### config.mk
export PLATFORM = sky130hd
export DESIGN_NAME = burstStopMon
export DESIGN_NICKNAME = d
export VERILOG_FILES = /design/src/rtl/burstStopPkg.sv /design/src/rtl/burstStopDp.sv /design/src/rtl/burstStopCtl.sv /design/src/rtl/burstStopMon.sv
export SDC_FILE = /design/constraint.sdc
export NUM_CORES = 1
export LEC_CHECK = 0
export BUFFER_PORTS_ARGS = -buffer_cell sky130_fd_sc_hd__buf_2
export CELL_PAD_IN_SITES_DETAIL_PLACEMENT = 0
export CELL_PAD_IN_SITES_GLOBAL_PLACEMENT = 1
export CORE_ASPECT_RATIO = 0.9
export CORE_MARGIN = 2
export CORE_UTILIZATION = 29
export CTS_CLUSTER_SIZE = 20
export DETAILED_ROUTE_END_ITERATION = 10
export PLACE_DENSITY_LB_ADDON = 0.1
export SLEW_MARGIN = 25
export SYNTH_ARGS = -nofsm -noshare
export SYNTH_HDL_FRONTEND = slang
export SYNTH_SLANG_ARGS = --single-unit
### constraint.sdc
create_clock -name clk -period 2.98 [get_ports clk]
set_input_delay 0.149 -clock clk [delete_from_list [all_inputs] [get_ports clk]]
set_output_delay 0.149 -clock clk [all_outputs]
set_load 0.01 [all_outputs]
### src/rtl/burstStopPkg.sv
package burstStopPkg;
  typedef struct packed {
    logic load;     // address phase: reload address, enter active
    logic advance;  // data phase completed while active
  } ctlStrobeT;
endpackage

### src/rtl/burstStopDp.sv
module burstStopDp #(
  parameter int ADDR_W     = 32,
  parameter int BASE_BYTES = 128,
  parameter int LINE_BYTES = 16,
  parameter int SEL_W      = 2
) (
  input  logic                     clk,
  input  logic                     rstN,
  input  burstStopPkg::ctlStrobeT  ctl,
  input  logic [ADDR_W-1:0]        startAddr,
  input  logic [SEL_W-1:0]         boundSel,
  input  logic                     lineMode,
  output logic                     boundHit
);
  localparam int SEL_COUNT = 1 << SEL_W;
  localparam int STEP      = 4;

  logic [ADDR_W-1:0] curAddr;
  logic [ADDR_W-1:0] nextAddr;
  logic [ADDR_W-1:0] maskTab [SEL_COUNT];
  logic [ADDR_W-1:0] activeMask;

  for (genvar i = 0; i < SEL_COUNT; i++) begin : g_mask
    assign maskTab[i] = ADDR_W'((BASE_BYTES << i) - 1);
  end

  assign activeMask = lineMode ? ADDR_W'(LINE_BYTES - 1) : maskTab[boundSel];
  assign nextAddr   = curAddr + ADDR_W'(STEP);
  assign boundHit   = ((nextAddr & activeMask) == '0);

  always_ff @(posedge clk or negedge rstN) begin
    if (!rstN) begin
      curAddr <= '0;
    end else if (ctl.load) begin
      curAddr <= {startAddr[ADDR_W-1:2], 2'b00};
    end else if (ctl.advance) begin
      curAddr <= nextAddr;
    end
  end
endmodule

### src/rtl/burstStopCtl.sv
module burstStopCtl (
  input  logic                     clk,
  input  logic                     rstN,
  input  logic                     addrValid,
  input  logic                     phaseDone,
  input  logic                     boundHit,
  output burstStopPkg::ctlStrobeT  ctl,
  output logic                     stopReq
);
  typedef enum logic {IDLE, ACTIVE} stateT;
  stateT state;

  always_comb begin
    ctl.load    = addrValid;
    ctl.advance = phaseDone && !addrValid && (state == ACTIVE);
  end

  assign stopReq = (state == ACTIVE) && boundHit;

  always_ff @(posedge clk or negedge rstN) begin
    if (!rstN) begin
      state <= IDLE;
    end else if (ctl.load) begin
      state <= ACTIVE;
    end else if (ctl.advance && boundHit) begin
      state <= IDLE;
    end
  end
endmodule

### src/rtl/burstStopMon.sv
module burstStopMon #(
  parameter int ADDR_W     = 32,
  parameter int BASE_BYTES = 128,
  parameter int LINE_BYTES = 16
) (
  input  logic              clk,
  input  logic              rstN,
  input  logic              addrValid,
  input  logic [ADDR_W-1:0] startAddr,
  input  logic              phaseDone,
  input  logic [1:0]        boundSel,
  input  logic              lineMode,
  output logic              stopReq
);
  burstStopPkg::ctlStrobeT ctl;
  logic boundHit;

  burstStopCtl u_ctl (
    .clk(clk), .rstN(rstN), .addrValid(addrValid), .phaseDone(phaseDone),
    .boundHit(boundHit), .ctl(ctl), .stopReq(stopReq)
  );

  burstStopDp #(
    .ADDR_W(ADDR_W), .BASE_BYTES(BASE_BYTES), .LINE_BYTES(LINE_BYTES), .SEL_W(2)
  ) u_dp (
    .clk(clk), .rstN(rstN), .ctl(ctl), .startAddr(startAddr),
    .boundSel(boundSel), .lineMode(lineMode), .boundHit(boundHit)
  );
endmodule

==> impl_results.md, run 1 <==
* CTS Buf Count at 3
* CP max-delay cell: dfrtp_1
* NetSw at 98.0 uW
* Crit-path cells: ha_1 -> nand3_1 -> or4_1 -> a41oi_2 -> nor3b_1 -> buf_2
* Pleak at 0.291 nW
* Syn nets at around 110
* Die ar. at 0.00243 mm^2
* R2R Path Start: u_dp.curAddr[2]$_DFFE_PN0N_
* Clock Latency Late Sink at 0.26 ns
* Critical path arrival at 1.94 ns
* Worst min-delay path class: input port to flip-flop
* Total power at approximately 320 uW
* Initial DRC count at 14
* Number of buffers on the longest clock path at 2
* Vias in the first global route at 533
* Routed vias/inst at 5.15
* Setup tns final at 0 ns
* Footprint of the multi-input gates at 359 um^2
* Synth Register Bits at 9
* Synth warn at 0
* Remaining DRCs at 0
* Flop pwr share at 0.488
* Largest net degree at the start of global routing at 19
* Internal at approximately 220 uW
* Io pins at 40
* Antenna violation net count after detailed routing at 0
* Max VDD drop at 0.239 mV
* Clock Power Share at 0.306
* First-pass GRT wire length at 2.39 mm
* Clk root buf: clkbuf_4
* FF-to-FF setup slack at about 1.3 ns
* Post-synthesis cell area at between 500 and 600 um^2
* Max cap viols at 0
* Hold EP: u_dp.curAddr[8]$_DFFE_PN0N_
* CTS tree: done
* Mean post-synth cell area at 8.63 um^2
* Final Util at 0.378
* Switching share of power at 0.309
* Share of layout cells above drive strength 1 at 0.241
* Area Overhead vs Synth at 22.7%
* Library cells used by synthesis at 27
* Worst hold start: startAddr[8]
* Worst setup SP type: flip-flop
* I/O Buffers at 15
* Status: completed
* Gr usage total at 0.140
* Final net count at 128
* Tmin final at 2.09 ns
* Combinational Power Share at 0.206
* RR Endpoint: u_ctl.state$_DFFE_PN0P_
* Row cnt at 15
* Die height at ~47 um
* Reg clk slew, reported paths at 0.07 ns
* Kind of critical path: flip-flop to primary output
* Avg WL per Cell at 11.6 um
* Hold Vio Cnt, Final at 0
* Register-to-Register Path Depth at 5
* Slew Viols, Final at 0
* Worst hold path depth at 3
* Drt first pass iters at 4
* Worst Slack Setup Final at 0.893 ns
* Sequential Area at 225 um^2
* Post-CTS Setup Bufs at 0
* DP Wirelength at 1.00 mm
* RSZ-0062 raised after global routing: false
* Vias at 577
* Post-placement setup slack at 1.17 ns
* Final setup fails at 0
* Syn Inst Count at 69
* Core area at 0.00193 mm^2
* Initial antenna violation count at 0
* Sequential share of the synthesized area at 0.378
* Grt total ovfl at 0
* Fillcell total at 201
* GP Congestion at 0.753
* Fmax at between 0.4 and 0.5 GHz
* Critical path data required time at 2.83 ns
* PostCTS Resize Cnt at 0
* Initial Util at 0.308
* CP endpoint kind: primary output
* Slew margin rel. at 0.830
* CP peak stage delay at ~0.44 ns
* Ant. Diodes at 0
* Worst Path Max Fanout at 6
* P per Cell Area at about 430 mW/mm^2
* Chip width at 51.8 um
* Final WL at 1.30 mm
* Period utilisation layout at 0.700
* Clock Sinks at 9
* Post-CTS Hold Buffers at 1
* Worst Tran Pin Value at 0.255 ns
* Clk_skew at 0.00530 ns
* H-tree levels at 1
[critical path: cells and delay by family (launching register included)]
kind                     cells  cell delay [ns]
buffers and inverters        1             0.14
AO/OA/AOI/OAI                1             0.22
AND/OR/NAND/NOR              3             0.62
flip-flops                   1             0.44
adder cells (fa/ha/maj)      1             0.26
[flip-flops by register name, summed over array words and instances, names as in the netlist]
register      flops
u_dp.curAddr      8
u_ctl.state       1
[cells by family (layout without fill, tap and decap cells)]
kind of cell	Yosys count	after routing	share of synthesized area
AO/OA/AOI/OAI	17	17	0.191
XOR/XNOR	7	7	0.103
adder cells (fa/ha/maj)	1	1	0.0210
buffers and inverters	3	21	0.0189
flip-flops	9	9	0.378
multiplexers	1	1	0.0168
AND/OR/NAND/NOR	31	31	0.271
[area by class of cell]
type	instances	area share
repair buffers	16	0.116
clock buffers	4	0.0360
inverters	1	0.00514
flip-flops and latches	9	0.308
multi-input cells	57	0.491
well taps	25	0.0428
[power groups by stage]
stage / clock network (mW) / logic, mW / registers [mW]
floorplan: 0 / 0.0440 / 0.152
global placement: 0 / 0.0646 / 0.157
detailed placement: 0 / 0.0654 / 0.157
CTS: 0.103 / 0.0670 / 0.155
global route: 0.112 / 0.0765 / 0.158
finish: 0.0972 / 0.0653 / 0.155
[cell usage in the layout (no fill, tap or decap), drive strengths merged, types with 3 or more instances in the layout]
master,instances
buf,15
nand2,12
o21ai,10
dfrtp,9
xnor2,5
nand3,4
clkbuf,4
nor3,3
[metrics by stage]
stage / hold slack, ns / area, um^2 / instances
finish: 0.0828 / 731 / 112
global route: 0.0826 / 731 / 112
CTS: 0.0801 / 731 / 112
detailed placement: 0.0216 / 694 / 107
global placement: 0.0184 / 694 / 107
floorplan: -0.147 / 596 / 69
[worst max path at each step]
stage | endpoint | start | depth (start not counted)
floorplan | stopReq | u_dp.curAddr[2]$_DFFE_PN0N_ | 5
global placement | stopReq | u_dp.curAddr[2]$_DFFE_PN0N_ | 6
detailed placement | stopReq | u_dp.curAddr[2]$_DFFE_PN0N_ | 6
CTS | stopReq | u_dp.curAddr[2]$_DFFE_PN0N_ | 6
global route | stopReq | u_dp.curAddr[2]$_DFFE_PN0N_ | 6
finish | stopReq | u_dp.curAddr[2]$_DFFE_PN0N_ | 6
[layer usage]
metal / GRT usage / share of wire
met3: 0.0573 / 0.053
met1: 0.185 / 0.51
met2: 0.210 / 0.43
met4: 0.0474 / 0.0069
met5: 0 / 0
[cell usage after synthesis]
cell	number	area (um^2)
nand3_1	4	20.0
nor2_1	2	7.51
a41oi_2	1	16.3
nand2_1	11	41.3
xnor2_1	5	43.8
nand4_1	2	12.5
nand2b_1	1	6.26
or3_1	1	6.26
o21bai_1	1	7.51
o211ai_1	2	15.0
nand3b_1	1	7.51
o21ai_0	10	50.1
xor2_1	2	17.5
or4_1	2	15.0
and2_1	1	6.26
clkbuf_1	2	7.51
a21oi_1	1	5.00
dfrtp_1	9	225
mux2i_1	1	10.0
nor3b_1	1	7.51
nand2_2	1	6.26
and4b_1	1	10.0
a211o_2	1	10.0
inv_1	1	3.75
ha_1	1	12.5
nor3_1	3	15.0
o32a_1	1	10.0
(Power assumes the default switching activity.)
==> inputs of run 2 (changes only) <==
- CORE_UTILIZATION: 29 -> 27
- clock period: 2.98 -> 2.15 ns (I/O delays scaled with it)
==> run 2 against run 1 <==
Net effect:
- clock skew shrank 0.0047 ns
- setup slack lost 0.73 ns
- critical path depth is the same
- combinational power grew 42%
- utilization shrank 3.0 points
- clock power grew 40%
- hold slack lost 0.035 ns
- sequential power grew 39%
- critical endpoint unchanged
- largest cell class unchanged
- highest routed layer is now met3
==> impl_results.md, run 2 (same netlist as run 1, synthesis figures left out) <==
* Status: completed
* Clock Latency Late Sink at about 0.26 ns
* Remaining DRCs at 0
* Final net count at 128
* Fmax at between 0.5 and 0.6 GHz
* Die ar. at approximately 0.0026 mm^2
* Kind of critical path: flip-flop to primary output
* Initial Util at 0.281
* DP Wirelength at approximately 1.1 mm
* Worst Tran Pin Value at 0.280 ns
* R2R Path Start: u_dp.curAddr[2]$_DFFE_PN0N_
* Avg WL per Cell at 12.4 um
* CP peak stage delay at between 0.4 and 0.5 ns
* Row cnt at 16
* Core area at 0.00212 mm^2
* Io pins at 40
* Drt first pass iters at 4
* Worst min-delay path class: input port to flip-flop
* RR Endpoint: u_ctl.state$_DFFE_PN0P_
* Final setup fails at 0
* Hold Vio Cnt, Final at 0
* Setup tns final at 0 ns
* GP Congestion at 0.740
* Largest net degree at the start of global routing at 19
* Share of layout cells above drive strength 1 at 0.276
* P per Cell Area at 603 mW/mm^2
* Routed vias/inst at 4.99
* Register with the most flip-flops: u_dp.curAddr
* Die height at around 49 um
* Worst hold path depth at 3
* Max VDD drop at 0.268 mV
* Slew margin rel. at 0.811
* Period utilisation layout at 0.924
* Vias at 569
* Crit-path cells: ha_2 -> nand3_1 -> or4_1 -> a41oi_2 -> nor3b_1 -> buf_2
* Crit path buffers/inverters at 1
* Register-to-Register Path Depth at 5
* Antenna violation net count after detailed routing at 0
* Clock Sinks at 9
* Pleak at 0.287 nW
* Ant. Diodes at 0
* Tmin final at 1.99 ns
* Slew Viols, Final at 0
* FF-to-FF setup slack at 0.52 ns
* First-pass GRT wire length at approximately 2.5 mm
* RSZ-0062 raised after global routing: false
* Clk root buf: clkbuf_4
* Worst Path Max Fanout at 6
* Most common library cell in the layout ignoring fill and taps: buf_2
* Initial antenna violation count at 0
* CTS Buf Count at 3
* Critical path data required time at about 2.0 ns
* Hold EP: u_dp.curAddr[3]$_DFFE_PN0N_
* Clk_skew at 0.000573 ns
* Gr usage total at 0.136
* Worst setup SP type: flip-flop
* Largest register FFs at 8
* Reg clk slew, reported paths at roughly 0.070 ns
* H-tree levels at 1
* CP endpoint kind: primary output
* Most frequent cells in the layout: buf_2 (15), nand2_1 (11), o21ai_0 (10), dfrtp_1 (7), xnor2_1 (5)
* Initial DRC count at 6
* Max cap viols at 0
* Critical path arrival at 1.88 ns
* CTS tree: done
* Final WL at 1.42 mm
* Worst hold start: startAddr[3]
* Area Overhead vs Synth at 23.9%
* Hold Slack at 0.0482 ns
* Number of buffers on the longest clock path at 2
* I/O Buffers at 15
* Largest registers: u_dp.curAddr (8), u_ctl.state (1)
* CP max-delay cell: or4_1
* Chip width at 53.5 um
* Grt total ovfl at 0
* Vias in the first global route at 573
* CP delay by family, top: simple AND/OR/NAND/NOR gates
## run 2: cell count changes in the layout (fill, tap and decap cells not counted)
cell,delta
dfrtp_1,-2
dfrtp_2,+2
ha_1,-1
ha_2,+1
## run 2: how the worst max path moves through the flow
stage / from / end / slack [ns] / depth (start not counted)
global route: u_dp.curAddr[2]$_DFFE_PN0N_ / stopReq / 0.05 / 6
detailed placement: u_dp.curAddr[2]$_DFFE_PN0N_ / stopReq / 0.36 / 6
floorplan: u_dp.curAddr[2]$_DFFE_PN0N_ / u_ctl.state$_DFFE_PN0P_ / 0.63 / 5
finish: u_dp.curAddr[2]$_DFFE_PN0N_ / stopReq / 0.16 / 6
global placement: u_dp.curAddr[2]$_DFFE_PN0N_ / stopReq / 0.39 / 6
CTS: u_dp.curAddr[2]$_DFFE_PN0N_ / stopReq / 0.06 / 6
## run 2: final cells by class
class,instances,area [um^2]
Fill cell,256,1380
Multi-Input combinational cell,57,362
Sequential cell,9,228
Timing Repair Buffer,16,85.1
Tap cell,27,33.8
Clock buffer,4,26.3
Inverter,1,3.75
## run 2: per-layer routing
metal	wire length [um]	global-route usage	up-vias
li1	-	-	286
met1	692	0.188	268
met2	645	0.198	15
met3	78	0.0370	0
met4	0	0.0513	0
met5	0	0	-
## run 2: what timing repair did
item	in CTS	in global routing
setup buffers	0	0
hold buffers	1	0
resized for setup	0	3
setup endpoints to repair	0	1
endpoints found under the hold margin	9	0
## run 2: through the flow
step | util | worst slack (ns) | power (mW) | cells | instance area, um^2
2_1_floorplan | - | 0.628 | 0.272 | 69 | 596
3_3_place_gp | 0.328 | 0.386 | 0.308 | 109 | 697
3_5_place_dp | 0.328 | 0.363 | 0.311 | 109 | 697
4_1_cts | 0.346 | 0.0642 | 0.450 | 114 | 733
5_1_grt | 0.348 | 0.0504 | 0.484 | 114 | 738
6_report | 0.348 | 0.163 | 0.445 | 114 | 738
## run 2: power breakdown
part,switching (mW),total [mW],internal (mW),leakage [nW]
Clock,0.0646,0.136,0.0716,0.0150
Sequential,0.0280,0.216,0.188,0.104
Combinational,0.0470,0.0927,0.0457,0.168
Total,0.140,0.445,0.306,0.287
## run 2: worst min-delay path: cells and delay by family
family	cells	cell delay, ns
AND/OR/NAND/NOR	1	0.04
buffers and inverters	1	0.07
AO/OA/AOI/OAI	1	0.05
==> inputs of run 3 (changes only) <==
- CORE_UTILIZATION: 27 -> 28
- SKIP_LAST_GASP: unset -> 1
- SYNTH_HIERARCHICAL: unset -> 1
==> run 3 against run 2 <==
Net effect:
- power up 0.61%
- non-clock buffer count up 3
- combinational power up 21%
- routed wire length down 1.6%
- register-to-register slack worse by 0.14 ns
- largest power group unchanged
- critical path depth unchanged
- area after synthesis up 6.3%
- clock power down 6%
- synthesized cell count up 8.7%
- utilization up 1.8 points
- sequential cell count unchanged
==> impl_results.md, run 3 <==
* Status: completed
* Slew margin rel. at 0.788
* Period utilisation layout at 0.948
* Initial antenna violation count at 0
* H-tree levels at 1
* Vias in the first global route at 537
* Clk root buf: clkbuf_4
* CTS Buf Count at 3
* Clk_skew at approximately 0.0062 ns
* Die height at 49.1 um
* Combinational Power Share at 0.250
* Final setup fails at 0
* Max cap viols at 0
* Vias at about 600
* Final WL at approximately 1.4 mm
* Clock Power Share at 0.285
* Antenna violation net count after detailed routing at 0
* Syn Inst Count at 75
* Setup tns final at 0 ns
* Remaining DRCs at 0
* Top post-synthesis cells by count: nand2_1 (14), dfrtp_1 (9), o21ai_0 (9), nor2_1 (5), xnor2_1 (4)
* CTS tree: done
* Initial DRC count at 3
* Area Overhead vs Synth at 24.9%
* Critical path arrival at 1.93 ns
* Tmin final at 2.04 ns
* Most frequent cells in the layout: buf_2 (15), nand2_1 (14), o21ai_0 (9), dfrtp_1 (7), nor2_1 (5)
* Mean post-synth cell area at between 8 and 9 um^2
* Slew Viols, Final at 0
* I/O Buffers at 15
* DP Wirelength at 1.07 mm
* Flop pwr share at 0.466
* RSZ-0062 raised after global routing: false
* Number of buffers on the longest clock path at 2
* Largest registers: u_dp/curAddr (8), u_ctl/state (1)
* CP endpoint kind: primary output
* Grt total ovfl at 0
* Fmax at 0.491 GHz
* Syn nets at ~120
* Io pins at 40
* Share of layout cells above drive strength 1 at 0.316
* Die ar. at roughly 0.0027 mm^2
* GP Congestion at 0.677
* Worst Path Max Fanout at 6
* Hold EP: u_dp/curAddr[3]$_DFFE_PN0N_
* Core area at 0.00216 mm^2
* Post-synth top area share at 0.356
* Register with the most flip-flops: u_dp/curAddr
* NetSw at 136 uW
* Synth warn at 6
* Clock Latency Late Sink at 0.25 ns
* Area contributors post-synth: dfrtp_1 (36%), nand2_1 (8.3%), o21ai_0 (7.1%)
* Internal at 312 uW
* Critical path data required time at 2.04 ns
* Post-synthesis cell area at about 630 um^2
* Cell taking the most area after synthesis: dfrtp_1
* Pleak at 0.328 nW
* Hold Vio Cnt, Final at 0
* Row cnt at 16
* Most common library cell in the layout ignoring fill and taps: buf_2
* Ant. Diodes at 0
* P per Cell Area at 567 mW/mm^2
* Largest register FFs at 8
* Post-synth EDFFs at 0
* Worst hold start: startAddr[3]
* Synth Register Bits at 9
* Worst Tran Pin Value at 0.317 ns
* Worst hold path depth at 3
* Prevailing post-synth register cell: dfrtp_1
* Initial Util at 0.293
* Final Util at 0.366
* Register-to-Register Path Depth at 6
* Worst min-delay path class: input port to flip-flop
* Final net count at 137
* First-pass GRT wire length at 2.33 mm
* Worst setup SP type: flip-flop
* Drt first pass iters at 4
* Hold Slack at roughly 0.054 ns
* Synth async-reset ratio at 1.00
* Most common cell in the netlist: nand2_1
* Gr usage total at 0.117
* Reg clk slew, reported paths at approximately 0.060 ns
* RR Endpoint: u_ctl/state$_DFFE_PN0P_
* R2R Path Start: u_dp/curAddr[2]$_DFFE_PN0N_
* Routed vias/inst at 4.78
* Clock Sinks at 9
* Chip width at 54.1 um
* Avg WL per Cell at 11.4 um
* Max VDD drop at between 0.3 and 0.4 mV
* FF-to-FF setup slack at 0.38 ns
* Largest net degree at the start of global routing at 19
* Kind of critical path: flip-flop to primary output
* Switching share of power at 0.303
* Library cells used by synthesis at 30
* Sequential share of the synthesized area at 0.356
run 3: cell types whose count changed after synthesis, moves of 2 or more:
cell / previous run / this run
nand2_1: 11 / 14
nand3_1: 4 / 1
nor2_1: 2 / 5
o211ai_1: 2 / 0
o21ai_1: 0 / 2
or4_1: 2 / 0
run 3: cell families after synthesis:
family                     count (synthesis)  share of synthesized area
AOI/OAI and AO/OA                         19                      0.196
xor gates and xnor gates                   7                     0.0968
adders and majority gates                  2                     0.0395
buffers and inverters                      5                     0.0356
DFF                                        9                      0.356
muxes                                      1                     0.0158
and+or+nand+nor                           32                      0.261
run 3: critical path: stages, from the launching register on:
cell,delay [ns]
dfrtp_1,0.38
ha_2,0.23
a311o_1,0.32
a22o_1,0.24
a211oi_2,0.24
and2_1,0.15
buf_2,0.12
run 3: worst max-delay path by stage:
stage	from	end	slack (ns)	cells after the start
floorplan	u_dp/curAddr[2]$_DFFE_PN0N_	u_ctl/state$_DFFE_PN0P_	0.35	6
global placement	u_dp/curAddr[2]$_DFFE_PN0N_	stopReq	0.32	6
detailed placement	u_dp/curAddr[2]$_DFFE_PN0N_	stopReq	0.31	6
CTS	u_dp/curAddr[2]$_DFFE_PN0N_	stopReq	0.03	6
global route	u_dp/curAddr[3]$_DFFE_PN0N_	stopReq	0.008	7
finish	u_dp/curAddr[2]$_DFFE_PN0N_	stopReq	0.11	6
run 3: through the flow:
step | worst slack [ns] | total power [mW] | std cells | cell area, um^2
3_3_place_gp | 0.317 | 0.320 | 117 | 749
3_5_place_dp | 0.310 | 0.321 | 117 | 749
4_1_cts | 0.0295 | 0.453 | 122 | 786
5_1_grt | 0.00766 | 0.487 | 122 | 791
2_1_floorplan | 0.348 | 0.276 | 75 | 633
6_report | 0.112 | 0.448 | 122 | 791
run 3: what timing repair did:
action / 4_1_cts / 5_1_grt
hold endpoints to repair: 9 / 0
buffers inserted: 0 / 0
endpoints found under the setup margin: 0 / 1
hold buffers: 1 / 0
resized for setup: 0 / 3
run 3: layout make-up:
class / instances / area [um^2]
fillers: 242 / 1370
repair buffers: 19 / 108
flip-flops and latches: 9 / 228
well taps: 27 / 33.8
inverters: 2 / 7.51
multi-input cells: 61 / 388
clock buffers: 4 / 26.3
run 3: power by group through the flow:
stage | clock, mW | combinational, mW | sequential (mW)
2_1_floorplan | 0 | 0.0644 | 0.212
3_3_place_gp | 0 | 0.110 | 0.210
3_5_place_dp | 0 | 0.111 | 0.210
4_1_cts | 0.133 | 0.113 | 0.207
5_1_grt | 0.148 | 0.127 | 0.212
6_report | 0.128 | 0.112 | 0.209
run 3: routing by layer:
metal  vias up  GRT usage  share of wire
met5         -          0              0
met4         0     0.0375         0.0086
met3         2    0.00920          0.030
met2         7      0.179           0.48
met1       270      0.172           0.49
li1        304          -              -
